===== src/rtl/ctx_seq_pkg.sv =====
// Shared types and event class decoding for the context sequencer.
// Assumes a 3-bit event class code: 0..3 interrupt levels, 4 and 7 other
// events with a short frame, 5 system call, 6 debug request.
package ctx_seq_pkg;

    localparam int EVT_W = 3;

    typedef enum logic [1:0] {
        SEQ_IDLE,
        SEQ_SAVE,
        SEQ_LOAD,
        SEQ_FIN
    } seq_state_e;

    // True for the four interrupt levels, which use the extended frame
    function automatic logic is_irq_level(input logic [EVT_W-1:0] code);
        return (code[EVT_W-1] == 1'b0);
    endfunction

    // True for classes that skip the automatic context save
    function automatic logic skips_save(input logic [EVT_W-1:0] code);
        return (code == 3'd5) || (code == 3'd6);
    endfunction

endpackage


===== src/rtl/ctx_frame_check.sv =====
// Frame fit check: computes the frame size in bytes, the stack pointer after
// the whole frame, and whether a downward frame stays at or above the limit
// without wrapping below address zero. Purely combinational.
module ctx_frame_check #(
    parameter int ADDR_W      = 32,
    parameter int EXT_WORDS   = 8,
    parameter int SHORT_WORDS = 2,
    parameter int BPW         = 4
) (
    input  logic [ADDR_W-1:0] sp_i,
    input  logic [ADDR_W-1:0] limit_i,
    input  logic              extended_i,
    input  logic              grow_down_i,
    output logic [ADDR_W-1:0] sp_after_o,
    output logic              fits_o
);

    localparam logic [ADDR_W-1:0] EXT_BYTES   = ADDR_W'(EXT_WORDS * BPW);
    localparam logic [ADDR_W-1:0] SHORT_BYTES = ADDR_W'(SHORT_WORDS * BPW);

    logic [ADDR_W-1:0] nbytes;
    logic [ADDR_W-1:0] lowest;

    // Frame size selection and resulting pointers
    always_comb begin
        nbytes     = extended_i ? EXT_BYTES : SHORT_BYTES;
        lowest     = sp_i - nbytes;
        sp_after_o = grow_down_i ? lowest : (sp_i + nbytes);
        fits_o     = (sp_i >= nbytes) && (lowest >= limit_i);
    end

endmodule


===== src/rtl/ctx_addr_gen.sv =====
// Word address generator. A save pre-decrements: transfer k goes to
// base - (k+1)*BPW. A restore post-increments: transfer k comes from
// base + k*BPW. Assumes the fit check has already excluded wrap-around.
module ctx_addr_gen #(
    parameter int ADDR_W = 32,
    parameter int CNT_W  = 4,
    parameter int BPW    = 4
) (
    input  logic [ADDR_W-1:0] base_i,
    input  logic [CNT_W-1:0]  cnt_i,
    input  logic              grow_down_i,
    output logic [ADDR_W-1:0] addr_o
);

    logic [ADDR_W-1:0] steps;
    logic [ADDR_W-1:0] offset;

    // Offset from the captured base for the current transfer
    always_comb begin
        steps  = ADDR_W'(cnt_i) + ADDR_W'(grow_down_i);
        offset = steps * ADDR_W'(BPW);
        addr_o = grow_down_i ? (base_i - offset) : (base_i + offset);
    end

endmodule


===== src/rtl/ctx_stack_seq.sv =====
// Event context save/restore sequencer.
// On an accepted event it snapshots the context and writes it to a
// downward-growing stack, one word per valid/ready transfer. On a return it
// reads the frame back in reverse order and pulses restore strobes.
// Assumes: accept_i and ret_i are single-cycle pulses, are ignored while
// busy, and memory read data is valid in the handshake cycle.
module ctx_stack_seq
    import ctx_seq_pkg::*;
#(
    parameter int DATA_W  = 32,
    parameter int ADDR_W  = 32,
    parameter int NUM_GPR = 5
) (
    input  logic                        clk,
    input  logic                        rst_n,
    input  logic                        accept_i,
    input  logic                        ret_i,
    input  logic [2:0]                  evt_type_i,
    input  logic [DATA_W-1:0]           sr_i,
    input  logic [DATA_W-1:0]           pc_i,
    input  logic [DATA_W-1:0]           lr_i,
    input  logic [NUM_GPR*DATA_W-1:0]   regs_i,
    input  logic [ADDR_W-1:0]           sp_i,
    input  logic [ADDR_W-1:0]           sp_limit_i,
    output logic                        mem_valid_o,
    output logic                        mem_we_o,
    output logic [ADDR_W-1:0]           mem_addr_o,
    output logic [DATA_W-1:0]           mem_wdata_o,
    input  logic                        mem_ready_i,
    input  logic [DATA_W-1:0]           mem_rdata_i,
    output logic                        busy_o,
    output logic                        sr_load_o,
    output logic                        pc_load_o,
    output logic                        gpr_load_o,
    output logic [$clog2(NUM_GPR+3)-1:0] gpr_idx_o,
    output logic [DATA_W-1:0]           restore_val_o,
    output logic                        sp_load_o,
    output logic [ADDR_W-1:0]           sp_val_o,
    output logic                        done_o,
    output logic                        overflow_o
);

    // Frame layout: slots 0..NUM_GPR-1 scratch registers, then LR, RA, SR
    localparam int FRAME_EXT   = NUM_GPR + 3;
    localparam int FRAME_SHORT = 2;
    localparam int BPW         = DATA_W / 8;
    localparam int IDX_W       = $clog2(FRAME_EXT);
    localparam int CNT_W       = $clog2(FRAME_EXT + 1);
    localparam int LR_IDX      = NUM_GPR;
    localparam int PC_IDX      = NUM_GPR + 1;
    localparam int SR_IDX      = NUM_GPR + 2;

    seq_state_e          state_q;
    logic                grow_down_q;
    logic                ext_q;
    logic [CNT_W-1:0]    cnt_q;
    logic [CNT_W-1:0]    last_cnt;
    logic [ADDR_W-1:0]   base_q;
    logic [ADDR_W-1:0]   sp_after_q;
    logic                ovf_q;
    logic [DATA_W-1:0]   snap    [FRAME_EXT];
    logic [DATA_W-1:0]   frame_q [FRAME_EXT];
    logic [IDX_W-1:0]    first_idx;
    logic [IDX_W-1:0]    slot;
    logic                hs;
    logic                req_ext;
    logic                fc_fits;
    logic [ADDR_W-1:0]   fc_sp_after;
    logic                start_save;
    logic                start_load;
    logic                idle;

    // Snapshot wiring: scratch registers from the packed bus
    for (genvar g = 0; g < NUM_GPR; g++) begin : g_snap
        assign snap[g] = regs_i[g*DATA_W +: DATA_W];
    end
    assign snap[LR_IDX] = lr_i;
    assign snap[PC_IDX] = pc_i;
    assign snap[SR_IDX] = sr_i;

    // Start decoding for a new sequence
    always_comb begin
        idle       = (state_q == SEQ_IDLE);
        req_ext    = is_irq_level(evt_type_i);
        start_save = idle && accept_i && !skips_save(evt_type_i);
        start_load = idle && !accept_i && ret_i;
    end

    ctx_frame_check #(
        .ADDR_W      (ADDR_W),
        .EXT_WORDS   (FRAME_EXT),
        .SHORT_WORDS (FRAME_SHORT),
        .BPW         (BPW)
    ) u_fit (
        .sp_i        (sp_i),
        .limit_i     (sp_limit_i),
        .extended_i  (req_ext),
        .grow_down_i (accept_i),
        .sp_after_o  (fc_sp_after),
        .fits_o      (fc_fits)
    );

    // Slot selection for the current transfer
    always_comb begin
        last_cnt  = ext_q ? CNT_W'(FRAME_EXT - 1) : CNT_W'(FRAME_SHORT - 1);
        first_idx = ext_q ? '0 : IDX_W'(PC_IDX);
        slot      = grow_down_q ? (first_idx + IDX_W'(cnt_q))
                                : (IDX_W'(SR_IDX) - IDX_W'(cnt_q));
    end

    ctx_addr_gen #(
        .ADDR_W      (ADDR_W),
        .CNT_W       (CNT_W),
        .BPW         (BPW)
    ) u_addr (
        .base_i      (base_q),
        .cnt_i       (cnt_q),
        .grow_down_i (grow_down_q),
        .addr_o      (mem_addr_o)
    );

    // Memory port drive
    always_comb begin
        mem_valid_o = (state_q == SEQ_SAVE) || (state_q == SEQ_LOAD);
        mem_we_o    = (state_q == SEQ_SAVE);
        mem_wdata_o = frame_q[slot];
        hs          = mem_valid_o && mem_ready_i;
    end

    // Sequencer state, transfer counter and overflow pulse
    always_ff @(posedge clk) begin
        if (!rst_n) begin
            state_q     <= SEQ_IDLE;
            grow_down_q <= 1'b0;
            ext_q       <= 1'b0;
            cnt_q       <= '0;
            base_q      <= '0;
            sp_after_q  <= '0;
            ovf_q       <= 1'b0;
        end else begin
            ovf_q <= 1'b0;
            unique case (state_q)
                SEQ_IDLE: begin
                    cnt_q <= '0;
                    if (start_save) begin
                        if (fc_fits) begin
                            state_q     <= SEQ_SAVE;
                            grow_down_q <= 1'b1;
                            ext_q       <= req_ext;
                            base_q      <= sp_i;
                            sp_after_q  <= fc_sp_after;
                        end else begin
                            ovf_q <= 1'b1;
                        end
                    end else if (start_load) begin
                        state_q     <= SEQ_LOAD;
                        grow_down_q <= 1'b0;
                        ext_q       <= req_ext;
                        base_q      <= sp_i;
                        sp_after_q  <= fc_sp_after;
                    end
                end
                SEQ_SAVE, SEQ_LOAD: begin
                    if (hs) begin
                        if (cnt_q == last_cnt) begin
                            state_q <= SEQ_FIN;
                        end else begin
                            cnt_q <= cnt_q + 1'b1;
                        end
                    end
                end
                default: begin
                    state_q <= SEQ_IDLE;
                end
            endcase
        end
    end

    // Context snapshot taken when a save starts
    always_ff @(posedge clk) begin
        if (!rst_n) begin
            for (int k = 0; k < FRAME_EXT; k++) begin
                frame_q[k] <= '0;
            end
        end else if (start_save) begin
            frame_q <= snap;
        end
    end

    // Restore strobes, registered one cycle after each read handshake
    always_ff @(posedge clk) begin
        if (!rst_n) begin
            sr_load_o     <= 1'b0;
            pc_load_o     <= 1'b0;
            gpr_load_o    <= 1'b0;
            gpr_idx_o     <= '0;
            restore_val_o <= '0;
        end else begin
            sr_load_o  <= 1'b0;
            pc_load_o  <= 1'b0;
            gpr_load_o <= 1'b0;
            if ((state_q == SEQ_LOAD) && hs) begin
                restore_val_o <= mem_rdata_i;
                if (slot == IDX_W'(SR_IDX)) begin
                    sr_load_o <= 1'b1;
                end else if (slot == IDX_W'(PC_IDX)) begin
                    pc_load_o <= 1'b1;
                end else begin
                    gpr_load_o <= 1'b1;
                    gpr_idx_o  <= slot;
                end
            end
        end
    end

    // Completion and status outputs
    always_comb begin
        busy_o     = !idle;
        done_o     = (state_q == SEQ_FIN);
        sp_load_o  = (state_q == SEQ_FIN);
        sp_val_o   = sp_after_q;
        overflow_o = ovf_q;
    end

endmodule


===== config.mk =====
export PLATFORM = sky130hd
export DESIGN_NAME = ctx_stack_seq
export DESIGN_NICKNAME = d
export VERILOG_FILES = /design/src/rtl/ctx_seq_pkg.sv /design/src/rtl/ctx_frame_check.sv /design/src/rtl/ctx_addr_gen.sv /design/src/rtl/ctx_stack_seq.sv
export SDC_FILE = /design/constraint.sdc
export NUM_CORES = 1
export LEC_CHECK = 0
export BUFFER_PORTS_ARGS = -buffer_cell sky130_fd_sc_hd__buf_4
export CORE_UTILIZATION = 50
export CTS_BUF_LIST = sky130_fd_sc_hd__clkbuf_4 sky130_fd_sc_hd__clkbuf_8
export DETAILED_ROUTE_END_ITERATION = 8
export GPL_ROUTABILITY_DRIVEN = 0
export PLACE_DENSITY_LB_ADDON = 0.25
export SLEW_MARGIN = 20
export SYNTH_ARGS = -nofsm -noshare
export SYNTH_HDL_FRONTEND = slang
export SYNTH_SLANG_ARGS = --single-unit

===== constraint.sdc =====
create_clock -name clk -period 5.3 [get_ports clk]
set_input_delay 1.325 -clock clk [delete_from_list [all_inputs] [get_ports clk]]
set_output_delay 1.325 -clock clk [all_outputs]
set_load 0.005 [all_outputs]

==> results.toml <==
[run_status]
status = "finished with violations"
violations = "negative setup slack"

[timing]
fin_ws_ns = -0.217
rsz0062_at_grt = "yes"
max_freq_mhz = 181
whs_ns = 0.450
fin_skew_ns = 0.0185
worstMarginPinSlew_ns = 1.12
finalMaxSlewViolations = 0
slew_headroom_pct = 25.2
min_period_ns = 5.52
hold_viol = 0
setup_viol = 15
fin_crit_sh_pct = 104

[synthesis]
synth_area_mm2 = 0.0184
yosysTopAreaCell = "dfxtp_1"
yosys_warnings = 0
synth_edf_count = 0
ys_seq_area_share_pct = 39.5
synthCells = 2263
netlist-cell-type-count = 69
synth_seq_cells = 364
synth_top_area_share_pct = 39.5
async_flop_share_pct = 0
synth_nets = 2700
synthTopCellsByArea = "dfxtp_1 40%, nand2_1 13%, a21oi_1 9.2%"
avgSynthCellArea_um2 = 8.15
synth_top_flop_cell = "dfxtp_1"

[worst_setup_path]
cp-end-kind = "primary output"
critPathSlowestCell = "dfxtp_2"
r2r-end = "frame_q[117]"
slowest_delay_ns = 0.33
crit_buf_inv = 3
required_ns = 3.97
crit_arrival_ns = 4.19
reg2regPathDepth = 6
crit_type = "reg2out"
critPathCapture = "mem_addr_o[22]"
worst-path-max-fanout = 4
rr_startpoint = "state_q[0]"
timing.critical_path.max_delay_family = "compound AO/OA/AOI/OAI gates"
worst_path_most_repeated_cell = "ha_4"
worstSetupPathDepth = 20
cp_cell_sequence = "ha_4 -> ha_4 -> xor2_2 -> nor3_2 -> and2_4 -> ha_4 -> inv_2 -> mux2_4 -> ha_4 -> o21ai_2 -> o21bai_2 -> a21oi_1 -> o21ai_1 -> buf_4 -> a21o_1 -> a21oi_2 -> o21ai_2 -> a31oi_1 -> xnor2_1 -> buf_4"
start_kind = "register"
reg2reg_setup_slack_ns = 2.58
startpoint = "cnt_q[0]"

[clocking]
ctsHoldBuffers = 0
clockRootBuffer = "clkbuf_8"
cts_inserted_buffers = 60
cts.reportedPaths.clkPinSlew_ns = 0.06
clock_latency_ns = 0.62
ctsHtreeMaxLevel = 2
ctsLongestPathBuffers = 3
cts_tree = "yes"
numClockSinks = 364

[finish]
fin_util_pct = 68.4
layout.area.seq_mm2 = 0.00729
fill_cells = 2924
syn_to_final_growth_pct = 33.2
multi_input_area_mm2 = 0.0107
layout_commonest_cell = "nand2_1"
final_cell_mix = "649 x nand2_1, 561 x buf_4, 361 x dfxtp_1"
stdcell_count = 3227
drive_gt1_share_pct = 31.4
num-nets-final = 3154
design_area_mm2 = 0.0246

[global_route]
grt_pass1_wl_um = 93500
gr-usage-all-layers_pct = 31.2
overflow = 0
grt_max_degree = 248
grt_pass1_vias = 17700
antenna_found_initial = 4

[die]
die_y_um = 194
initial_core_util_pct = 51.3
floorplan.die_area_mm2 = 0.0376
rows = 69
core-area_mm2 = 0.0359
die_x_um = 194
io_pins = 500

[detailed_routing]
drt_iter0_markers = 1290
antenna_left = 0
finalWirelength_um = 61500
vias_per_cell = 5.66
drc_errors = 0
vias = 18300
routedWlPerCell_um = 19.0
drt_pre_antenna_iters = 8

[power_and_ir_drop]
power_density_mw_per_mm2 = 474
peakVddDrop_uv = 329
p_leak_nw = 10.4

[placement]
io_buffers = 499
hpwlAfterDp_um = 43400
dpl.cell_count = 3097
placed_area_mm2 = 0.0225

[hold_path]
hold_class = "reg2reg"

[run]
drv_cap = 0
## metal layers
metal  wire length (um)  track usage, %  up-vias
met2              29800            52.7      863
met4               3670            18.4        0
met1              22900            35.8     8562
met5                  0               0        -
met3               5120            7.67      213
li1                   -               -     8640
## synthesized netlist by cell type (all sizes together) (43+ instances only)
master / n
nand2: 652
dfxtp: 364
a21oi: 340
clkbuf: 134
nand3: 80
ha: 76
mux4: 64
o21ai: 63
inv: 59
nor2: 59
xor2: 47
buf: 43
xnor2: 43
## per-stage QoR
step                setup WS (ns)  TNS [ns]  total power, mW
finish                     -0.217     -1.60             11.6
CTS                       -0.0601   -0.0894             11.2
floorplan                   0.307         0             6.05
global placement            0.173         0             7.87
detailed placement         0.0162         0             7.98
global route               -0.307     -3.18             12.2
## worst register-to-register path, delay by kind of cell, from the launching register on
kind / cells / cell delay, ns
AND/OR/NAND/NOR: 2 / 0.97
buffers and inverters: 2 / 0.75
adder cells (fa/ha/maj): 1 / 0.39
flip-flops: 1 / 0.33
AO/OA/AOI/OAI: 1 / 0.20
## sequential cells by signal, indices dropped and copies added, names as in the netlist
signal,count
ext_q,1
restore_val_o,32
pc_load_o,1
frame_q,256
grow_down_q,1
gpr_idx_o,3
overflow_o,1
base_q,32
gpr_load_o,1
cnt_q,4
state_q,2
sp_val_o,29
sr_load_o,1
## power breakdown
part	internal, mW	switching [mW]	leakage (nW)	total, mW
Clock	1.72	1.16	0.746	2.88
Combinational	2.66	2.72	6.67	5.38
Sequential	3.13	0.244	2.98	3.38
## cell families (layout without fill, tap and decap cells)
kind of cell / after synthesis / count (layout) / share of synthesized area (%)
simple gates: 888 / 888 / 20.1
compound gates: 505 / 505 / 15.3
flops: 364 / 364 / 39.5
buf+inv: 237 / 736 / 5.42
mux: 102 / 102 / 10.1
xor+xnor: 90 / 90 / 4.28
fa+ha+maj: 77 / 77 / 5.27
other cells: 0 / 4 / 0
## layout make-up
class	instances	area share (%)
Multi-Input combinational cell	1662	43.5
Sequential cell	364	29.7
Timing Repair Buffer	569	17.7
Clock buffer	94	4.86
Tap cell	461	2.35
Clock inverter	13	0.948
Inverter	60	0.948
Antenna cell	4	0.0408
## what timing repair did
item                                    4_1_cts  5_1_grt
buffers inserted                             10        9
endpoints found under the setup margin       20       17
pin swaps                                    18       41
gates resized for setup                      55       40
## worst min-delay path by stage
| stage | slack, ns | startpoint | depth (start not counted) | to |
|---|---|---|---|---|
| floorplan | 0.43 | frame_q[192] | 2 | frame_q[192] |
| global placement | 0.44 | frame_q[25] | 2 | frame_q[25] |
| detailed placement | 0.44 | frame_q[214] | 2 | frame_q[214] |
| CTS | 0.45 | frame_q[214] | 2 | frame_q[214] |
| global route | 0.47 | frame_q[214] | 2 | frame_q[214] |
| finish | 0.45 | frame_q[214] | 2 | frame_q[214] |
No activity file was read; power rests on OpenSTA's default activity.
